`config.mk`:
```
export PLATFORM = sky130hd
export DESIGN_NAME = i2c_target_top
export DESIGN_NICKNAME = d
export VERILOG_FILES = /design/src/rtl/i2cs_pkg.sv /design/src/rtl/i2cs_datapath.sv /design/src/rtl/i2cs_ctrl.sv /design/src/rtl/i2c_target_top.sv
export SDC_FILE = /design/constraint.sdc
export NUM_CORES = 1
export LEC_CHECK = 0
export ABC_AREA = 0
export BUFFER_PORTS_ARGS = -buffer_cell sky130_fd_sc_hd__buf_4
export CAP_MARGIN = 5
export CORE_ASPECT_RATIO = 1.1
export CORE_MARGIN = 1
export CORE_UTILIZATION = 50
export DETAILED_ROUTE_END_ITERATION = 7
export PLACE_DENSITY = 0.76
export SLEW_MARGIN = 10
export SYNTH_ARGS = -nofsm -noshare
export SYNTH_HDL_FRONTEND = slang
export SYNTH_SLANG_ARGS = --single-unit
```
`constraint.sdc`:
```
create_clock -name clk -period 2 [get_ports clk]
set_clock_uncertainty 0.05 [all_clocks]
set_input_delay 0.1 -clock clk [delete_from_list [all_inputs] [get_ports clk]]
set_output_delay 0.1 -clock clk [all_outputs]
set_load 0.02 [all_outputs]
```
`src/rtl/i2cs_pkg.sv`:
```
package i2cs_pkg;
  localparam int BYTE_W = 8;
  localparam int ADDR_W = 10;
  localparam int CNT_W  = $clog2(BYTE_W + 1);
  localparam int SUB_W  = ADDR_W - BYTE_W;
  localparam int TAG_W  = BYTE_W - 1 - SUB_W;
  localparam logic [TAG_W-1:0] HDR_TAG = {{(TAG_W-1){1'b1}}, 1'b0};

  typedef enum logic [2:0] {
    S_IDLE, S_RX, S_ACK, S_HOLD, S_TXSET, S_TX, S_TXACK, S_SKIP
  } stateT;

  typedef enum logic [1:0] {PH_ADDR1, PH_ADDR2, PH_DATA} phaseT;

  typedef enum logic [1:0] {K_ADDR, K_RX, K_TX} waitT;

  typedef struct packed {
    logic clrCnt;
    logic shiftIn;
    logic shiftOut;
    logic loadTx;
    logic latchRx;
    logic sampleAck;
  } dpCtlT;
endpackage

```
`src/rtl/i2cs_datapath.sv`:
```
module i2cs_datapath
  import i2cs_pkg::*;
(
  input  logic              clk,
  input  logic              rstN,
  input  logic              sclIn,
  input  logic              sdaIn,
  input  dpCtlT             ctl,
  input  logic [BYTE_W-1:0] wrData,
  input  logic [ADDR_W-1:0] ownAddr,
  output logic              sclRise,
  output logic              sclFall,
  output logic              startDet,
  output logic              stopDet,
  output logic [CNT_W-1:0]  bitCnt,
  output logic              dirBit,
  output logic              txBit,
  output logic              ackIn,
  output logic [BYTE_W-1:0] rdData,
  output logic              addr7Hit,
  output logic              hdrHit,
  output logic              lowHit,
  output logic              gcHit
);
  logic              sclQ, sdaQ;
  logic [BYTE_W-1:0] shReg, rdReg;
  logic [CNT_W-1:0]  cnt;
  logic              ackReg;

  always_ff @(posedge clk or negedge rstN) begin
    if (!rstN) begin
      sclQ <= 1'b1;
      sdaQ <= 1'b1;
    end else begin
      sclQ <= sclIn;
      sdaQ <= sdaIn;
    end
  end

  assign sclRise  = sclIn & ~sclQ;
  assign sclFall  = ~sclIn & sclQ;
  assign startDet = sclIn & sclQ & sdaQ & ~sdaIn;
  assign stopDet  = sclIn & sclQ & ~sdaQ & sdaIn;

  always_ff @(posedge clk or negedge rstN) begin
    if (!rstN) begin
      cnt <= '0;
    end else if (ctl.clrCnt) begin
      cnt <= '0;
    end else if (ctl.shiftIn || ctl.shiftOut) begin
      cnt <= cnt + 1'b1;
    end
  end

  always_ff @(posedge clk or negedge rstN) begin
    if (!rstN) begin
      shReg  <= '0;
      rdReg  <= '0;
      ackReg <= 1'b1;
    end else begin
      if (ctl.loadTx) begin
        shReg <= wrData;
      end else if (ctl.shiftIn) begin
        shReg <= {shReg[BYTE_W-2:0], sdaIn};
      end else if (ctl.shiftOut) begin
        shReg <= {shReg[BYTE_W-2:0], 1'b1};
      end
      if (ctl.latchRx) rdReg <= shReg;
      if (ctl.sampleAck) ackReg <= sdaIn;
    end
  end

  assign bitCnt   = cnt;
  assign dirBit   = shReg[0];
  assign txBit    = shReg[BYTE_W-1];
  assign ackIn    = ackReg;
  assign rdData   = rdReg;
  assign addr7Hit = (shReg[BYTE_W-1:1] == ownAddr[BYTE_W-2:0]);
  assign hdrHit   = (shReg[BYTE_W-1 -: TAG_W] == HDR_TAG) &&
                    (shReg[SUB_W:1] == ownAddr[ADDR_W-1 -: SUB_W]);
  assign lowHit   = (shReg == ownAddr[BYTE_W-1:0]);
  assign gcHit    = (shReg == '0);

  // the bit counter never runs past one full byte
  a_r1_cnt_bound: assert property (@(posedge clk) disable iff (!rstN)
    cnt <= CNT_W'(BYTE_W));
endmodule

```
`src/rtl/i2cs_ctrl.sv`:
```
module i2cs_ctrl
  import i2cs_pkg::*;
(
  input  logic             clk,
  input  logic             rstN,
  input  logic             sclIn,
  input  logic             sclRise,
  input  logic             sclFall,
  input  logic             startDet,
  input  logic             stopDet,
  input  logic [CNT_W-1:0] bitCnt,
  input  logic             dirBit,
  input  logic             txBit,
  input  logic             ackIn,
  input  logic             addr7Hit,
  input  logic             hdrHit,
  input  logic             lowHit,
  input  logic             gcHit,
  input  logic             tenBitMode,
  input  logic             genCallEn,
  input  logic             ackEn,
  input  logic             intEn,
  input  logic             statusRd,
  input  logic             dataRd,
  input  logic             dataWr,
  output dpCtlT            ctl,
  output logic             sclDriveLow,
  output logic             sdaDriveLow,
  output logic             eventFlag,
  output logic             addrMatchFlag,
  output logic             byteDoneFlag,
  output logic             txMode,
  output logic             intReq
);
  localparam logic [CNT_W-1:0] CNT_FULL = CNT_W'(BYTE_W);
  localparam logic [CNT_W-1:0] CNT_LAST = CNT_W'(BYTE_W - 1);

  stateT state;
  phaseT phase;
  waitT  waitKind, hitKind;
  logic  goAddr2, ackDrive, tenSeen, statusSeen, txModeR;
  logic  evf, adsl, btf;
  logic  addrHit, hitTx, hitToAddr2, byteEnd, holdDone;

  assign byteEnd = (state == S_RX) && sclFall && (bitCnt == CNT_FULL);

  always_comb begin
    addrHit    = 1'b0;
    hitTx      = 1'b0;
    hitToAddr2 = 1'b0;
    hitKind    = K_ADDR;
    case (phase)
      PH_ADDR1: begin
        if (genCallEn && gcHit) begin
          addrHit = 1'b1;
        end else if (!tenBitMode) begin
          if (addr7Hit) begin
            addrHit = 1'b1;
            hitTx   = dirBit;
            hitKind = dirBit ? K_TX : K_ADDR;
          end
        end else if (hdrHit && !dirBit) begin
          addrHit    = 1'b1;
          hitToAddr2 = 1'b1;
        end else if (hdrHit && dirBit && tenSeen) begin
          addrHit = 1'b1;
          hitTx   = 1'b1;
          hitKind = K_TX;
        end
      end
      PH_ADDR2: addrHit = lowHit;
      default: begin
        addrHit = 1'b1;
        hitKind = K_RX;
      end
    endcase
  end

  always_comb begin
    case (waitKind)
      K_ADDR:  holdDone = statusSeen;
      K_RX:    holdDone = statusSeen && dataRd;
      default: holdDone = statusSeen && dataWr;
    endcase
    holdDone = holdDone && (state == S_HOLD);
  end

  always_comb begin
    ctl           = '0;
    ctl.clrCnt    = startDet || ((state == S_ACK) && sclFall) || holdDone;
    ctl.shiftIn   = (state == S_RX) && sclRise && (bitCnt < CNT_FULL);
    ctl.shiftOut  = (state == S_TX) && sclFall;
    ctl.loadTx    = holdDone && (waitKind == K_TX);
    ctl.latchRx   = byteEnd && (phase == PH_DATA);
    ctl.sampleAck = (state == S_TXACK) && sclRise;
  end

  always_ff @(posedge clk or negedge rstN) begin
    if (!rstN) begin
      state      <= S_IDLE;
      phase      <= PH_ADDR1;
      waitKind   <= K_ADDR;
      goAddr2    <= 1'b0;
      ackDrive   <= 1'b0;
      tenSeen    <= 1'b0;
      statusSeen <= 1'b0;
      txModeR    <= 1'b0;
      evf        <= 1'b0;
      adsl       <= 1'b0;
      btf        <= 1'b0;
    end else if (stopDet) begin
      state    <= S_IDLE;
      adsl     <= 1'b0;
      evf      <= 1'b0;
      btf      <= 1'b0;
      tenSeen  <= 1'b0;
      txModeR  <= 1'b0;
      ackDrive <= 1'b0;
    end else if (startDet) begin
      state    <= S_RX;
      phase    <= PH_ADDR1;
      txModeR  <= 1'b0;
      ackDrive <= 1'b0;
    end else begin
      case (state)
        S_RX: begin
          if (byteEnd) begin
            if (addrHit) begin
              state    <= S_ACK;
              ackDrive <= ackEn;
              goAddr2  <= hitToAddr2;
              waitKind <= hitKind;
              if (phase == PH_ADDR2) tenSeen <= 1'b1;
              if (hitTx) txModeR <= 1'b1;
            end else begin
              state   <= S_SKIP;
              tenSeen <= 1'b0;
            end
          end
        end
        S_ACK: begin
          if (sclFall) begin
            ackDrive <= 1'b0;
            if (goAddr2) begin
              state <= S_RX;
              phase <= PH_ADDR2;
            end else begin
              state      <= S_HOLD;
              evf        <= 1'b1;
              statusSeen <= 1'b0;
              if (waitKind == K_RX) btf <= 1'b1;
              else adsl <= 1'b1;
            end
          end
        end
        S_HOLD: begin
          if (statusRd) statusSeen <= 1'b1;
          if (holdDone) begin
            evf        <= 1'b0;
            btf        <= 1'b0;
            statusSeen <= 1'b0;
            if (waitKind == K_TX) begin
              state <= S_TXSET;
            end else begin
              state <= S_RX;
              phase <= PH_DATA;
            end
          end
        end
        S_TXSET: state <= S_TX;
        S_TX: begin
          if (sclFall && (bitCnt == CNT_LAST)) state <= S_TXACK;
        end
        S_TXACK: begin
          if (sclFall) begin
            if (!ackIn) begin
              state      <= S_HOLD;
              evf        <= 1'b1;
              btf        <= 1'b1;
              waitKind   <= K_TX;
              statusSeen <= 1'b0;
            end else begin
              state <= S_SKIP;
            end
          end
        end
        default: ;
      endcase
    end
  end

  assign sclDriveLow   = (state == S_HOLD) || (state == S_TXSET);
  assign sdaDriveLow   = ((state == S_ACK) && ackDrive) ||
                         (((state == S_TX) || (state == S_TXSET)) && !txBit);
  assign eventFlag     = evf;
  assign addrMatchFlag = adsl;
  assign byteDoneFlag  = btf;
  assign txMode        = txModeR;
  assign intReq        = evf && intEn;

  // a stretched clock always has a pending event behind it
  a_r7_hold_has_event: assert property (@(posedge clk) disable iff (!rstN)
    (state == S_HOLD) |-> evf);

  // a stop leaves the address flag clear and SCL free
  a_r11_stop_clears: assert property (@(posedge clk) disable iff (!rstN)
    stopDet |=> (!adsl && !sclDriveLow));

  // SDA is only changed by the block while SCL is low
  a_r10_sda_moves_scl_low: assert property (@(posedge clk) disable iff (!rstN)
    !$stable(sdaDriveLow) |-> !sclIn);

  // the address flag rises only at the end of an acknowledge clock
  a_r6_adsl_after_ack: assert property (@(posedge clk) disable iff (!rstN)
    $rose(adsl) |-> $past(state == S_ACK));

  // bits go out only in transmit mode
  a_r9_tx_needs_mode: assert property (@(posedge clk) disable iff (!rstN)
    (state == S_TX) |-> txModeR);
endmodule

```
`src/rtl/i2c_target_top.sv`:
```
module i2c_target_top
  import i2cs_pkg::*;
(
  input  logic              clk,
  input  logic              rstN,
  input  logic              sclIn,
  input  logic              sdaIn,
  output logic              sclDriveLow,
  output logic              sdaDriveLow,
  input  logic [ADDR_W-1:0] ownAddr,
  input  logic              tenBitMode,
  input  logic              genCallEn,
  input  logic              ackEn,
  input  logic              intEn,
  input  logic              statusRd,
  input  logic              dataRd,
  input  logic              dataWr,
  input  logic [BYTE_W-1:0] wrData,
  output logic [BYTE_W-1:0] rdData,
  output logic              eventFlag,
  output logic              addrMatchFlag,
  output logic              byteDoneFlag,
  output logic              txMode,
  output logic              intReq
);
  dpCtlT            ctl;
  logic             sclRise, sclFall, startDet, stopDet;
  logic [CNT_W-1:0] bitCnt;
  logic             dirBit, txBit, ackIn;
  logic             addr7Hit, hdrHit, lowHit, gcHit;

  i2cs_datapath dp_i (
    .clk      (clk),
    .rstN     (rstN),
    .sclIn    (sclIn),
    .sdaIn    (sdaIn),
    .ctl      (ctl),
    .wrData   (wrData),
    .ownAddr  (ownAddr),
    .sclRise  (sclRise),
    .sclFall  (sclFall),
    .startDet (startDet),
    .stopDet  (stopDet),
    .bitCnt   (bitCnt),
    .dirBit   (dirBit),
    .txBit    (txBit),
    .ackIn    (ackIn),
    .rdData   (rdData),
    .addr7Hit (addr7Hit),
    .hdrHit   (hdrHit),
    .lowHit   (lowHit),
    .gcHit    (gcHit)
  );

  i2cs_ctrl ctrl_i (
    .clk           (clk),
    .rstN          (rstN),
    .sclIn         (sclIn),
    .sclRise       (sclRise),
    .sclFall       (sclFall),
    .startDet      (startDet),
    .stopDet       (stopDet),
    .bitCnt        (bitCnt),
    .dirBit        (dirBit),
    .txBit         (txBit),
    .ackIn         (ackIn),
    .addr7Hit      (addr7Hit),
    .hdrHit        (hdrHit),
    .lowHit        (lowHit),
    .gcHit         (gcHit),
    .tenBitMode    (tenBitMode),
    .genCallEn     (genCallEn),
    .ackEn         (ackEn),
    .intEn         (intEn),
    .statusRd      (statusRd),
    .dataRd        (dataRd),
    .dataWr        (dataWr),
    .ctl           (ctl),
    .sclDriveLow   (sclDriveLow),
    .sdaDriveLow   (sdaDriveLow),
    .eventFlag     (eventFlag),
    .addrMatchFlag (addrMatchFlag),
    .byteDoneFlag  (byteDoneFlag),
    .txMode        (txMode),
    .intReq        (intReq)
  );
endmodule

```
==> results.yml <==
placed_design:
  dpl_worst_slack_ns: -0.0891
  io_buffers: 43
  gp_congestion: 0.902
  dpl.cell_count: 375
  place_hpwl_mm: 4.67
synthesis:
  synth_edf_count: 0
  syn-cell-area_sq_um: 2410
  syn_nets: 288
  avgSynthCellArea_sq_um: 9.38
  synth_seq_area_share_pct: 39.6
  synth.distinct_cells: 56
  yosysTopAreaCell: "dfrtp_1"
  yosysWarnings: 0
  synthTopCellsByArea: "dfrtp_1 (36%), xor2_1 (6.9%), nand2_1 (4.7%)"
  syn-instance-count: 257
  synthFlopType: "dfrtp_1"
  synth_top_area_share_pct: 36.3
  synthArstFlopShare_pct: 100
  ys_seq_elements: 38
detailed_routing:
  drtPass1Iterations: 4
  num_vias: 2239
  drc_errors: 0
  wl_per_cell_um: 16.6
  dr.first_iter.drc_count: 119
  routed_via_density: 5.65
  wl_mm: 6.58
  ant_nets: 0
cells_and_area:
  diodes: 0
  layout.nets: 370
  synthToLayoutAreaGrowth_pct: 41.5
  layout_commonest_cell: "buf_4"
  layout_common_cells: "buf_4 (80), dfrtp_1 (33), nand2_1 (28)"
  fillCellCount: 338
  finalNonFillerCells: 396
  postLayoutCoreUtil_pct: 73.3
  layout-drive-gt1-share_pct: 39.7
sta:
  min_period_over_period_pct: 105
  hold_ws_ns: 0.0215
  grt_setup_unrepaired: "true"
  setup_ws_ns: -0.0925
  slew_violations: 0
  relSlewSlack_pct: 66.9
  period_minus_slack_ns: 2.09
  final-hold-violation-count: 0
  setup_viol: 9
  worst_slew_pin_slew_ns: 0.497
  fmax_mhz: 478
worst_hold_path:
  hp-class: "in -> reg"
  min_from: "wrData[2]"
outcome:
  violations: "negative setup slack"
  status: "finished with violations"
die:
  dieWidth_um: 68.2
  design.core.area_sq_um: 4650
  initial_core_util_pct: 51.8
  placementRows: 26
  pin_count: 44
  die-area_sq_um: 5100
  die_y_um: 74.8
power:
  power.density_nw_per_um2: 1240
  switching_share_pct: 39.7
  p_int_mw: 2.54
  p_leak_nw: 1.54
  power.total_mw: 4.22
  switching_power_mw: 1.68
  combPwrFrac_pct: 52.1
  ir_worst_vdd_uv: 756
  clockPowerShare_pct: 19.5
  seqPwrFrac_pct: 28.4
cts:
  clock_path_buffers: 2
  cts_tree: "built"
  cts-root-buf: "clkbuf_8"
  htreeDepth: 2
  cts.sinks: 38
  path_clk_slew_ns: 0.07
  insertion_delay_ns: 0.30
  cts_buffers: 5
critical_path:
  cp-end-kind: "flip-flop"
  path_class: "reg -> reg"
  startpoint: "dp_i.bitCnt[1]"
  critPathMaxFanout: 8
  critPathLaunchType: "flip-flop"
  worstPathArrival_ns: 2.22
  critPathRequiredTime_ns: 2.13
  reg2reg_from: "dp_i.bitCnt[1]"
global_route:
  grt_pass1_wl_mm: 10.4
  antenna_found_initial: 0
  grt_pass1_vias: 2212
  grt_max_degree: 39
  overflow: 0
  grt_util_all_layers_pct: 27.8
flow_run:
  cap_viol_max_count: 0
[power groups by stage]
| stage | Clock (mW) | Sequential [mW] | Combinational, mW |
|---|---|---|---|
| 3_5_place_dp | 0 | 1.20 | 1.99 |
| 3_3_place_gp | 0 | 1.18 | 1.95 |
| 4_1_cts | 0.836 | 1.19 | 2.05 |
| 6_report | 0.823 | 1.20 | 2.20 |
| 2_1_floorplan | 0 | 1.14 | 1.32 |
| 5_1_grt | 0.866 | 1.22 | 2.40 |
[worst max-delay path: stages (launching register included)]
cell,delay [ns]
dfrtp_1,0.39
inv_2,0.08
ha_4,0.12
nand2_2,0.05
or4_4,0.53
nor2_8,0.13
nand2_2,0.07
nor2_4,0.11
buf_12,0.14
mux2_4,0.30
[per-layer routing]
layer	vias up	track usage (%)	part of all wire, %
li1	1075	-	-
met1	1065	33.8	42
met2	70	46.4	50
met3	29	5.30	3.9
met4	0	14.6	4.2
met5	-	0	0
[worst paths after layout]
kind                                        to  slack [ns]  cells past startpoint
max in group asynchronous        dp_i.shReg[6]        1.27                      2
setup reg to reg                dp_i.rdData[4]       -0.09                      9
min in group asynchronous  ctrl_i.byteDoneFlag        0.26                      2
hold reg to reg                  ctrl_i.txMode        0.46                      2
setup / recovery                dp_i.rdData[4]       -0.09                      9
hold / removal                   dp_i.shReg[2]        0.02                      3
[layout make-up]
type                       instances  area (sq um)  share of cell area [%]
clock inverter                     2          60.1                    1.76
clock buffer                       6          82.6                    2.42
timing repair buffer              91           731                    21.4
multi-input combinational        196          1490                    43.5
inverter                           7          26.3                   0.770
sequential                        38           957                    28.1
tap                               56          70.1                    2.05
[state kept, by name, summed over array words and instances (netlist names)]
signal                count
ctrl_i.ackDrive           1
dp_i.ackIn                1
dp_i.sclQ                 1
ctrl_i.eventFlag          1
ctrl_i.state              3
ctrl_i.goAddr2            1
ctrl_i.waitKind           2
dp_i.rdData               8
dp_i.shReg                8
ctrl_i.txMode             1
ctrl_i.addrMatchFlag      1
ctrl_i.statusSeen         1
ctrl_i.tenSeen            1
dp_i.sdaQ                 1
dp_i.bitCnt               4
ctrl_i.phase              2
ctrl_i.byteDoneFlag       1
[synthesized netlist by cell type (3+ instances only)]
cell	count
xor2_1	19
nand3_1	3
o21ai_1	3
a21oi_1	14
nand2_1	30
nor2b_1	3
inv_1	7
o21ai_0	17
nor2_1	19
clkbuf_1	13
mux2_1	8
nor4_1	5
o31ai_1	4
nand4b_1	3
dfrtp_1	35
a211oi_1	4
mux2i_1	8
nand2b_1	8
dfstp_2	3
nor3b_1	4
[kinds of logic (layout without fill, tap and decap cells)]
logic type,after synthesis,after routing,share of synthesized area (%)
buffers and inverters,23,106,4.10
DFF,38,38,39.6
muxes,18,18,8.15
xor gates and xnor gates,21,21,7.63
adders and majority gates,2,2,1.04
AOI/OAI and AO/OA,60,60,16.9
and+or+nand+nor,95,95,22.6
[repair_timing]
item / CTS / global route
gates cloned: 0 / 0
pin swaps: 1 / 6
setup buffers: 3 / 1
hold buffers: 9 / 0
setup endpoints to repair: 10 / 26
endpoints found under the hold margin: 43 / 0
resized for setup: 4 / 23
[stage by stage]
stage / area, sq um / setup TNS (ns)
floorplan: 2440 / -0.876
global placement: 3030 / -0.352
detailed placement: 3030 / -0.588
CTS: 3310 / -0.553
global route: 3410 / -1.78
finish: 3410 / -0.729
Power figures use the tool's default switching activity.
